===== src/rtl/adnd_pkg.sv =====
package adnd_pkg;

  // Strobes and decoded fields handed from control to datapath.
  typedef struct packed {
    logic       clear;
    logic       advance;
    logic       negate;
    logic [2:0] magCode;
  } adnd_strobe_t;

  // Step rescale factor in 1/64 units, chosen by code magnitude.
  function automatic logic [7:0] adaptFactor(input logic [2:0] mag);
    logic [7:0] f;
    case (mag)
      3'd4:    f = 8'd77;
      3'd5:    f = 8'd102;
      3'd6:    f = 8'd128;
      3'd7:    f = 8'd153;
      default: f = 8'd57;
    endcase
    return f;
  endfunction

endpackage


===== src/rtl/adnd_ctrl.sv =====
module adnd_ctrl
  import adnd_pkg::*;
(
  input  logic         restart,
  input  logic         nibbleValid,
  input  logic [3:0]   nibbleCode,
  output adnd_strobe_t strobe
);

  always_comb begin
    strobe.clear   = restart;
    strobe.advance = nibbleValid & ~restart;
    strobe.negate  = nibbleCode[3];
    strobe.magCode = nibbleCode[2:0];
  end

endmodule


===== src/rtl/adnd_predict.sv =====
module adnd_predict #(
  parameter int SAMPLE_W = 16,
  parameter int STEP_W   = 15
) (
  input  logic signed [SAMPLE_W-1:0] accCur,
  input  logic        [STEP_W-1:0]   stepCur,
  input  logic                       negate,
  input  logic        [2:0]          magCode,
  output logic signed [SAMPLE_W-1:0] accNext
);

  localparam int PROD_W  = STEP_W + 4;
  localparam int DELTA_W = STEP_W + 1;
  localparam int WIDE_W  = (SAMPLE_W > DELTA_W) ? SAMPLE_W : DELTA_W;
  localparam int SUM_W   = WIDE_W + 2;
  localparam logic signed [SUM_W-1:0] SAT_HI = SUM_W'((64'sd1 <<< (SAMPLE_W - 1)) - 64'sd1);
  localparam logic signed [SUM_W-1:0] SAT_LO = -SAT_HI - SUM_W'(1);

  logic        [3:0]         oddMult;
  logic        [PROD_W-1:0]  magProd;
  logic        [DELTA_W-1:0] deltaMag;
  logic signed [SUM_W-1:0]   deltaPos;
  logic signed [SUM_W-1:0]   deltaSigned;
  logic signed [SUM_W-1:0]   accExt;
  logic signed [SUM_W-1:0]   sum;

  always_comb begin
    oddMult  = {magCode, 1'b1};
    magProd  = PROD_W'(oddMult) * PROD_W'(stepCur);
    // Shifting the magnitude before applying the sign truncates toward zero.
    deltaMag = DELTA_W'(magProd >> 3);
    deltaPos = {{(SUM_W - DELTA_W){1'b0}}, deltaMag};
    deltaSigned = negate ? -deltaPos : deltaPos;
    accExt   = {{(SUM_W - SAMPLE_W){accCur[SAMPLE_W-1]}}, accCur};
    sum      = accExt + deltaSigned;
    if (sum > SAT_HI)      accNext = SAT_HI[SAMPLE_W-1:0];
    else if (sum < SAT_LO) accNext = SAT_LO[SAMPLE_W-1:0];
    else                   accNext = sum[SAMPLE_W-1:0];
  end

endmodule


===== src/rtl/adnd_stepadapt.sv =====
module adnd_stepadapt
  import adnd_pkg::*;
#(
  parameter int STEP_W   = 15,
  parameter int STEP_MIN = 127,
  parameter int STEP_MAX = 24576
) (
  input  logic [STEP_W-1:0] stepCur,
  input  logic [2:0]        magCode,
  output logic [STEP_W-1:0] stepNext
);

  localparam int SCALE_W = STEP_W + 8;
  localparam logic [SCALE_W-1:0] LIM_LO = SCALE_W'(STEP_MIN);
  localparam logic [SCALE_W-1:0] LIM_HI = SCALE_W'(STEP_MAX);

  logic [SCALE_W-1:0] scaled;
  logic [SCALE_W-1:0] shifted;
  logic [SCALE_W-1:0] bounded;

  always_comb begin
    scaled  = SCALE_W'(stepCur) * SCALE_W'(adaptFactor(magCode));
    shifted = scaled >> 6;
    if (shifted > LIM_HI)      bounded = LIM_HI;
    else if (shifted < LIM_LO) bounded = LIM_LO;
    else                       bounded = shifted;
    stepNext = STEP_W'(bounded);
  end

endmodule


===== src/rtl/adnd_datapath.sv =====
module adnd_datapath
  import adnd_pkg::*;
#(
  parameter int SAMPLE_W  = 16,
  parameter int STEP_W    = 15,
  parameter int STEP_MIN  = 127,
  parameter int STEP_MAX  = 24576,
  parameter int STEP_INIT = 127
) (
  input  logic                       clk,
  input  logic                       rst_n,
  input  adnd_strobe_t               strobe,
  output logic signed [SAMPLE_W-1:0] accOut,
  output logic signed [SAMPLE_W-1:0] prevOut,
  output logic        [STEP_W-1:0]   stepOut
);

  localparam logic [STEP_W-1:0] STEP_RST = STEP_W'(STEP_INIT);

  logic signed [SAMPLE_W-1:0] accQ, prevQ, accNext;
  logic        [STEP_W-1:0]   stepQ, stepNext;

  adnd_predict #(.SAMPLE_W(SAMPLE_W), .STEP_W(STEP_W)) u_predict (
    .accCur  (accQ),
    .stepCur (stepQ),
    .negate  (strobe.negate),
    .magCode (strobe.magCode),
    .accNext (accNext)
  );

  adnd_stepadapt #(.STEP_W(STEP_W), .STEP_MIN(STEP_MIN), .STEP_MAX(STEP_MAX)) u_step (
    .stepCur  (stepQ),
    .magCode  (strobe.magCode),
    .stepNext (stepNext)
  );

  always_ff @(posedge clk or negedge rst_n) begin
    if (!rst_n) begin
      accQ  <= '0;
      prevQ <= '0;
      stepQ <= STEP_RST;
    end else if (strobe.clear) begin
      accQ  <= '0;
      prevQ <= '0;
      stepQ <= STEP_RST;
    end else if (strobe.advance) begin
      prevQ <= accQ;
      accQ  <= accNext;
      stepQ <= stepNext;
    end
  end

  assign accOut  = accQ;
  assign prevOut = prevQ;
  assign stepOut = stepQ;

endmodule


===== src/rtl/adnd_decoder.sv =====
module adnd_decoder
  import adnd_pkg::*;
#(
  parameter int SAMPLE_W  = 16,
  parameter int STEP_W    = 15,
  parameter int STEP_MIN  = 127,
  parameter int STEP_MAX  = 24576,
  parameter int STEP_INIT = 127
) (
  input  logic                       clk,
  input  logic                       rst_n,
  input  logic                       restart,
  input  logic                       nibbleValid,
  input  logic [3:0]                 nibbleCode,
  output logic signed [SAMPLE_W-1:0] sampleNow,
  output logic signed [SAMPLE_W-1:0] samplePrev
);

  adnd_strobe_t            strobe;
  logic [STEP_W-1:0]       stepNow;

  adnd_ctrl u_ctrl (
    .restart     (restart),
    .nibbleValid (nibbleValid),
    .nibbleCode  (nibbleCode),
    .strobe      (strobe)
  );

  adnd_datapath #(
    .SAMPLE_W(SAMPLE_W), .STEP_W(STEP_W), .STEP_MIN(STEP_MIN),
    .STEP_MAX(STEP_MAX), .STEP_INIT(STEP_INIT)
  ) u_dp (
    .clk     (clk),
    .rst_n   (rst_n),
    .strobe  (strobe),
    .accOut  (sampleNow),
    .prevOut (samplePrev),
    .stepOut (stepNow)
  );

endmodule


===== config.mk =====
export PLATFORM = sky130hd
export DESIGN_NAME = adnd_decoder
export DESIGN_NICKNAME = d
export VERILOG_FILES = /design/src/rtl/adnd_pkg.sv /design/src/rtl/adnd_ctrl.sv /design/src/rtl/adnd_predict.sv /design/src/rtl/adnd_stepadapt.sv /design/src/rtl/adnd_datapath.sv /design/src/rtl/adnd_decoder.sv
export SDC_FILE = /design/constraint.sdc
export NUM_CORES = 1
export LEC_CHECK = 0
export ABC_AREA = 0
export ABC_CLOCK_PERIOD_IN_PS = 8140
export BUFFER_PORTS_ARGS = -buffer_cell sky130_fd_sc_hd__buf_2
export CORE_UTILIZATION = 48
export DETAILED_ROUTE_END_ITERATION = 10
export GPL_ROUTABILITY_DRIVEN = 0
export GPL_TIMING_DRIVEN = 0
export PLACE_DENSITY = 0.64
export SLEW_MARGIN = 15
export SYNTH_ARGS = -nofsm -noshare
export SYNTH_HDL_FRONTEND = slang
export SYNTH_SLANG_ARGS = --single-unit

===== constraint.sdc =====
create_clock -name clk -period 8.14 [get_ports clk]
set_input_delay 1.628 -clock clk [delete_from_list [all_inputs] [get_ports clk]]
set_output_delay 1.628 -clock clk [all_outputs]
set_load 0.01 [all_outputs]

# ---- After elaboration in Yosys (flattened, before gate mapping)
# Index checks and enable logic that the tools add are counted.
# Widths: inputs -> output; s select.
dict set report op_classes {
  mul 2
  n_bitwise 2
  n_reduce_logical 1
  n_addsub 2
  order_cmp 4
  n_eq_ne 4
  n_mux 12
}
# cell n
set ops {}
lappend ops {{$mux 16} 6}
lappend ops {{$mux 15} 4}
lappend ops {{$pmux 8 s4} 1}
lappend ops {{$mul 15x8->23} 1}
lappend ops {{$mul 4x15->19} 1}
lappend ops {{$add 16x18->18} 1}
lappend ops {{$gt 18x16->1 const B} 1}
lappend ops {{$lt 18x16->1 const B} 1}
lappend ops {{$mux 18} 1}
lappend ops {{$neg 16->18} 1}
lappend ops {{$gt 17x15->1 const B} 1}
lappend ops {{$lt 17x7->1 const B} 1}
lappend ops {{$eq 3x3->1 const B} 4}
lappend ops {{$reduce_bool 2->1} 1}
lappend ops {{$and 1x1->1} 1}
lappend ops {{$not 1->1} 1}
dict set report totals {
  word_cells 30
  ff_bits 47
  input_bits 8
}

# ---- Longest topological paths before layout
# Gate-level depths: netlist of the first run.
dict set report depth {
  word_depth 9
  mapped_depth 28
  depth_no_buf 25
}

# ---- Modules after synthesis
# From an unflattened synthesis of the first run, not the netlist that was laid out.
dict set report hier_totals {
  cells_unflattened 1083
  hier_area_um2 9491.6
}
# mod cells_each area_each_um2 instances
set modules_own_cells {}
lappend modules_own_cells {adnd_stepadapt 479 4050.1 1}
lappend modules_own_cells {adnd_predict 446 3424.5 1}
lappend modules_own_cells {adnd_datapath 152 1965.6 1}
lappend modules_own_cells {adnd_ctrl 6 51.3 1}

# ---- Worst setup path after synthesis of the first run
# OpenSTA, ideal clock, no wires.
dict set report synth_path {
  kind {input -> register}
  start {input port nibbleCode[0]}
  end {register u_dp.stepQ[0] (netlist: u_dp.stepOut[0])}
  arrival_time_ns 7.461
  setup_time_ns 0.062
  cell_stages 21
  setup_slack_ns 0.617
  path_cell_list {buf_2 -> inv_1 -> o21ai_0 -> clkbuf_1 -> nand2_1 -> fa_1 -> inv_1 -> fa_1 -> fa_1 -> fa_1 -> ha_1 -> clkbuf_1 -> a21oi_1 -> o21ai_0 -> o41ai_1 -> a21oi_1 -> or4b_2 -> a22oi_1 -> a41oi_1 -> nor2_1 -> a221o_1}
}
dict set report synth_via {
  elab_chain_cells 8
}
# element line_no
set synth_rtl {}
lappend synth_rtl {{from (decl)} adnd_decoder.sv:14} ;# input logic [3:0] nibbleCode,
lappend synth_rtl {{$eq 3x3->1} adnd_pkg.sv:14} ;# case (mag)
lappend synth_rtl {{$pmux 8 s4 *} adnd_pkg.sv:14}
lappend synth_rtl {{$mul 15x8->23 *} adnd_stepadapt.sv:22} ;# scaled = SCALE_W'(stepCur) * SCALE_W'(adaptFactor(magCode));
lappend synth_rtl {{$lt 17x7->1} adnd_stepadapt.sv:25} ;# else if (shifted < LIM_LO) bounded = LIM_LO;
lappend synth_rtl {{$mux 15} adnd_stepadapt.sv:25}
lappend synth_rtl {{$mux 15 *} adnd_stepadapt.sv:24} ;# if (shifted > LIM_HI) bounded = LIM_HI;
lappend synth_rtl {{$mux 15 *} adnd_datapath.sv:46} ;# end else if (strobe.advance) begin
lappend synth_rtl {{$mux 15 *} adnd_datapath.sv:42} ;# end else if (strobe.clear) begin
lappend synth_rtl {{to (signal assigned)} adnd_datapath.sv:49} ;# stepQ <= stepNext;
lappend synth_rtl {{to (decl)} adnd_datapath.sv:21} ;# logic [STEP_W-1:0] stepQ, stepNext;
# Mark *: on every way between the ends. The rest lies on a longest branch, timed or not. The select of a mux whose other input is x is not followed.
# A chain may end at the register's enable or synchronous reset.

# ---- Worst setup path after layout of the first run
dict set report layout_path {
  start {input port nibbleCode[0]}
  end {register u_dp.stepQ[3] (netlist: u_dp.stepOut[3])}
}
# Same word-level chain as after synthesis.

==> flow_summary.ini, run 1 <==
[outcome]
status = finished clean

[clocking]
clockBufferDepth = 2
cts-root-buf = clkbuf_16
clk_latency_ns = 0.31
cts_buffers = 5
holdBufCountCts = 0
h-tree-depth = 2
clkSinkCount = 47
cts_tree = yes
path_clk_slew_ns = 0.08

[die]
die_y_um = 136
die_area_um2 = 18500
num_rows = 48
die_w_um = 136
start_util_pct = 49.4
core_area_um2 = 17400
io_pins = 40

[cells_and_area]
final_common_cell = inv_1
nets = 1226
final_layout_size_suffix_gt1_share_pct = 11.0
area_delta_synth_final_pct = 9.42
nFillCells = 1681
diodes = 0
final_cells = 1261
postLayoutCoreUtil_pct = 54.1
final_cell_mix = inv_1, fa_1, nand2_1, ha_1, nor2_1

[flow_run]
max_cap_violations = 0

[yosys]
synth_cell_types = 75
yosysWarnings = 0
ys.flop_type = dfrtp_1
synthesis.nets = 1177
ys_ff_latch = 47
yosysSeqAreaShare_pct = 13.8
synthesis.area_um2 = 8610
synth-async-reset-ratio_pct = 100
syn_inst = 986
avgSynthCellArea_um2 = 8.73
synth_edf_count = 0

[drt]
wl_per_cell_um = 17.0
vias_per_cell = 5.66
detail-route-antenna-nets = 0
first_pass_iters = 5
drt_iter0_drc = 405
drc = 0
vias = 7139
drt_wl_total_um = 21400

[setup_path]
critPathArrivalTime_ns = 8.07
crit_chain = buf_2 > inv_1 > o21ai_4 > clkbuf_4 > nand2_1 > fa_1 > inv_1 > fa_1 > fa_1 > fa_1 > ha_1 > clkbuf_1 > a21oi_2 > o21ai_0 > o41ai_2 > a21oi_1 > or4b_2 > nand2_1 > a41oi_2 > nor2_2 > a221o_1
crit_fanout = 10
critPathKind = input port to flop
cp.required_ns = 8.39
worstSetupEndpointType = flop
startpoint_type = input port
slowest_delay_ns = 0.73
worst_path_max_delay_cell = or4b_2
r2r_start = u_dp.stepOut[3]$_DFFE_PN1P_
rr_worst_depth = 17
crit_start = nibbleCode[0]
cp_common_cell = fa_1

[global_routing]
grtUsageTotal_pct = 25.0
grt_max_degree = 48
grt_pass1_vias = 6997
antenna_found_initial = 0
grt_pass1_wl_um = 36100
grt_overflow = 0

[place]
portBuffers = 35
placed_cells = 1246
hpwl_um = 17400

[sta]
slew_headroom_pct = 45.0
setup_viol = 0
min_period_ns = 7.83
final.period_utilization_pct = 96.1
skew_ns = 0.00677
max_freq_ghz = 0.128
finalMaxSlewViolations = 0
final.setup.tns_ns = 0
worstMarginPinSlew_ns = 0.825
hold_violations = 0

[min_path]
holdCritStartpoint = u_dp.prevOut[13]$_DFFE_PN0P_
worstHoldPathType = flop to flop
min_path_cells = 2
==> layout make-up <==
cell class / count / area (µm²) / share of cell area, %
multi-input cells: 756 / 6850 / 72.7
plain buffers: 42 / 194 / 2.06
inverters: 140 / 526 / 5.58
repair buffers: 43 / 238 / 2.52
clock buffers: 5 / 125 / 1.33
flip-flops and latches: 47 / 1180 / 12.6
clock inverters: 3 / 22.5 / 0.239
well taps: 225 / 282 / 2.99
==> cell families after synthesis <==
family | count (synthesis) | share of synthesized area, %
buf+inv | 183 | 8.24
mux | 18 | 2.11
flops | 47 | 13.8
fa+ha+maj | 183 | 35.7
simple gates | 316 | 18.3
xor+xnor | 45 | 4.74
compound gates | 194 | 17.1
==> final timing paths <==
check                                               end  slack (ns)
hold / removal             u_dp.prevOut[13]$_DFFE_PN0P_        0.52
setup / recovery            u_dp.stepOut[3]$_DFFE_PN1P_        0.31
max in group asynchronous  u_dp.stepOut[12]$_DFFE_PN0P_        6.36
hold reg to reg            u_dp.prevOut[13]$_DFFE_PN0P_        0.52
min in group asynchronous   u_dp.prevOut[8]$_DFFE_PN0P_        1.34
setup reg to reg            u_dp.stepOut[3]$_DFFE_PN1P_        1.52
==> cell usage after synthesis (4+ instances only) <==
master | n | area (µm²)
nand4_1 | 9 | 56.3
o22ai_1 | 4 | 25.0
fa_1 | 104 | 2080
ha_1 | 79 | 988
nand3_1 | 13 | 65.1
buf_2 | 4 | 20.0
and2_1 | 56 | 350
o211ai_1 | 8 | 60.1
nor3_1 | 13 | 65.1
a21o_1 | 17 | 128
a211oi_1 | 14 | 105
a22o_1 | 4 | 35.0
nor4_1 | 4 | 25.0
mux2i_1 | 17 | 170
o31a_1 | 5 | 43.8
clkbuf_1 | 32 | 120
dfstp_2 | 7 | 184
nand2b_1 | 12 | 75.1
nor2_1 | 66 | 248
or3_1 | 8 | 50.1
dfrtp_1 | 40 | 1000
o41ai_1 | 6 | 52.6
nand2_1 | 95 | 357
o21a_1 | 10 | 75.1
xor2_1 | 21 | 184
and3_1 | 9 | 56.3
a221o_1 | 20 | 200
nor2b_1 | 14 | 87.6
xnor2_1 | 23 | 201
a21boi_0 | 6 | 45.0
inv_1 | 139 | 522
a21oi_1 | 37 | 185
nor3b_1 | 4 | 30.0
o21ai_0 | 28 | 140
==> worst max-delay path, delay by kind of cell <==
kind / cells / cell delay, ns
AOI/OAI and AO/OA: 7 / 1.82
adders and majority gates: 5 / 2.34
buffers and inverters: 5 / 0.91
and+or+nand+nor: 4 / 1.37
==> registers in the layout, indices dropped and copies added (netlist names) <==
register / cells
u_dp.prevOut: 16
u_dp.accOut: 16
u_dp.stepOut: 15
==> through the flow <==
step	instance area, µm²	hold slack [ns]	setup slack, ns
detailed placement	9060	0.510	-1.05
finish	9420	0.525	0.314
CTS	9250	0.530	0.0163
global route	9420	0.551	-0.0105
global placement	9060	0.496	-1.05
floorplan	8610	0.555	0.617
==> layer usage <==
metal | wire [µm] | global-route usage (%) | vias up
met2 | 9680 | 38.0 | 151
met3 | 986 | 2.57 | 6
met5 | 0 | 0 | -
li1 | - | - | 3440
met4 | 97 | 3.40 | 0
met1 | 10600 | 38.8 | 3542
==> what timing repair did <==
item / CTS / global route
setup buffers: 0 / 8
setup endpoints to repair: 25 / 29
pin swaps: 0 / 6
endpoints found under the hold margin: 0 / 0
resized for setup: 13 / 34
Power of run 1 is not shown: default switching activity piles up to over one toggle a cycle in this logic, so the estimate is an artifact.
==> inputs of run 2 (changes only) <==
--- a/config.mk
+++ b/config.mk
@@ -8,11 +8,11 @@
 export ABC_AREA = 0
 export ABC_CLOCK_PERIOD_IN_PS = 8140
 export BUFFER_PORTS_ARGS = -buffer_cell sky130_fd_sc_hd__buf_2
-export CORE_UTILIZATION = 48
+export CORE_UTILIZATION = 60
 export DETAILED_ROUTE_END_ITERATION = 10
 export GPL_ROUTABILITY_DRIVEN = 0
 export GPL_TIMING_DRIVEN = 0
-export PLACE_DENSITY = 0.64
+export PLACE_DENSITY = 0.77
 export SLEW_MARGIN = 15
 export SYNTH_ARGS = -nofsm -noshare
 export SYNTH_HDL_FRONTEND = slang
==> run 2 against run 1 <==
Against the previous run: die area down 20%; clock skew is 0.0080 ns higher; cell count is 4.0% lower; global-route usage increased by 5.5 points; register-to-register slack got worse by 0.08 ns; first-iteration DRC count is 25% higher; critical path depth down 1; cell area shrank 0.73%; critical endpoint is now u_dp.stepOut[6]$_DFFE_PN1P_.
==> flow_summary.ini, run 2 (synthesis results as in run 1) <==
[sta]
hold_violations = 0
final.period_utilization_pct = 96.3
skew_ns = 0.0147
final.setup.tns_ns = 0
min_period_ns = 7.84
setup_ws_ns = 0.304
worstMarginPinSlew_ns = 0.833
max_freq_ghz = 0.128
slew_headroom_pct = 44.4
hold_ws_ns = 0.521
finalMaxSlewViolations = 0
setup_viol = 0

[setup_path]
r2r_start = u_dp.stepOut[4]$_DFFE_PN1P_
worst_path_max_delay_cell = or4b_2
crit_family = adder cells
slowest_delay_ns = 0.71
r2r-end = u_dp.accOut[7]$_DFFE_PN0P_
worstSetupPathDepth = 20
startpoint_type = input port
path_buf_inv = 4
cp_common_cell = fa_1
crit_chain = buf_2 > nor2b_1 > clkbuf_2 > clkbuf_2 > nand2_1 > fa_1 > inv_1 > fa_1 > fa_1 > fa_1 > ha_1 > and2_1 > or3_1 > o211ai_1 > a21oi_1 > or4b_2 > a22oi_1 > a41oi_2 > nor2_2 > a221o_1
rrSetupSlack_ns = 1.44
critPathKind = input port to flop
worstSetupEndpointType = flop
critPathArrivalTime_ns = 8.07
rr_worst_depth = 25
crit_fanout = 10
cp.required_ns = 8.37

[clocking]
cts_tree = yes
clockBufferDepth = 2
clkSinkCount = 47
h-tree-depth = 2
clk_latency_ns = 0.31
path_clk_slew_ns = 0.07
cts_buffers = 5
cts-root-buf = clkbuf_16

[global_routing]
grt_overflow = 0
grtUsageTotal_pct = 30.5
grt_max_degree = 48
grt_pass1_vias = 7177
grt_pass1_wl_um = 35000
antenna_found_initial = 0

[cells_and_area]
final_cells = 1210
nFillCells = 1161
final_common_cell = inv_1
diodes = 0
nets = 1220
seq_area_um2 = 1180
final_cell_mix = inv_1, fa_1, nand2_1, ha_1, nor2_1
multiInputGateArea_um2 = 6830
final_layout_size_suffix_gt1_share_pct = 10.0
area_delta_synth_final_pct = 8.62

[die]
die_w_um = 122
io_pins = 40
start_util_pct = 61.8
core_area_um2 = 13900
die_area_um2 = 14800
num_rows = 43
die_y_um = 122

[flow_run]
max_cap_violations = 0

[outcome]
status = finished clean

[min_path]
holdCritStartpoint = u_dp.prevOut[6]$_DFFE_PN0P_
hold_path_end = u_dp.prevOut[6]$_DFFE_PN0P_
worstHoldPathType = flop to flop
min_path_cells = 2

[place]
placed_cells = 1201
pre_cts_ws_ns = -0.907
portBuffers = 35
hpwl_um = 17000

[drt]
met3WireLength_um = 1200
highest_layer = met4
first_pass_iters = 5
vias = 7323
drt_wl_total_um = 21200
wl_per_cell_um = 17.5
met1Wirelength_um = 9940
wl_met2_um = 9550
drt_iter0_drc = 506
detail-route-antenna-nets = 0
drc = 0
vias_per_cell = 6.05
-- run 2: cell types whose count changed in the layout (fill, tap and decap cells not counted), moves of 2 or more --
cell,delta
a21oi_1,+3
inv_6,-2
buf_4,-7
a21oi_2,-3
bufinv_16,+2
-- run 2: worst max path at each step --
stage,endpoint,startpoint
finish,u_dp.stepOut[6]$_DFFE_PN1P_,nibbleCode[1]
global route,u_dp.accOut[7]$_DFFE_PN0P_,nibbleCode[1]
CTS,u_dp.accOut[7]$_DFFE_PN0P_,nibbleCode[2]
detailed placement,u_dp.stepOut[6]$_DFFE_PN1P_,nibbleCode[0]
global placement,u_dp.stepOut[6]$_DFFE_PN1P_,nibbleCode[0]
floorplan,u_dp.stepOut[0]$_DFFE_PN1P_,nibbleCode[0]
-- run 2: repair_timing --
action,in CTS,in global routing
gates resized for setup,9,33
pin swaps,0,6
hold buffers,0,0
setup endpoints to repair,25,28
setup buffers,0,2
-- run 2: metal layers --
layer  vias up  GRT usage (%)
li1       3415              -
met1      3664           43.0
met2       209           47.0
met3        35           6.32
met4         0           9.49
met5         -              0
-- run 2: through the flow --
stage | utilization [%] | cell area [µm²]
2_1_floorplan | - | 8610
3_3_place_gp | 64.6 | 9010
3_5_place_dp | 64.6 | 9010
4_1_cts | 66.2 | 9230
5_1_grt | 67.1 | 9350
6_report | 67.1 | 9350
-- run 2: worst min-delay path, stage by stage, from the launching register on --
cell	delay, ns
dfrtp_1	0.34
mux2i_1	0.07
nor2_1	0.08
-- run 2: cell type report --
| class | instances | share of cell area, % |
|---|---|---|
| multi-input combinational | 756 | 73.0 |
| sequential | 47 | 12.7 |
| inverter | 140 | 5.62 |
| tap | 180 | 2.41 |
| buffer | 42 | 2.10 |
| timing repair buffer | 37 | 2.06 |
| clock buffer | 5 | 1.34 |
| clock inverter | 3 | 0.763 |
Power of run 2 is left out for the same reason.
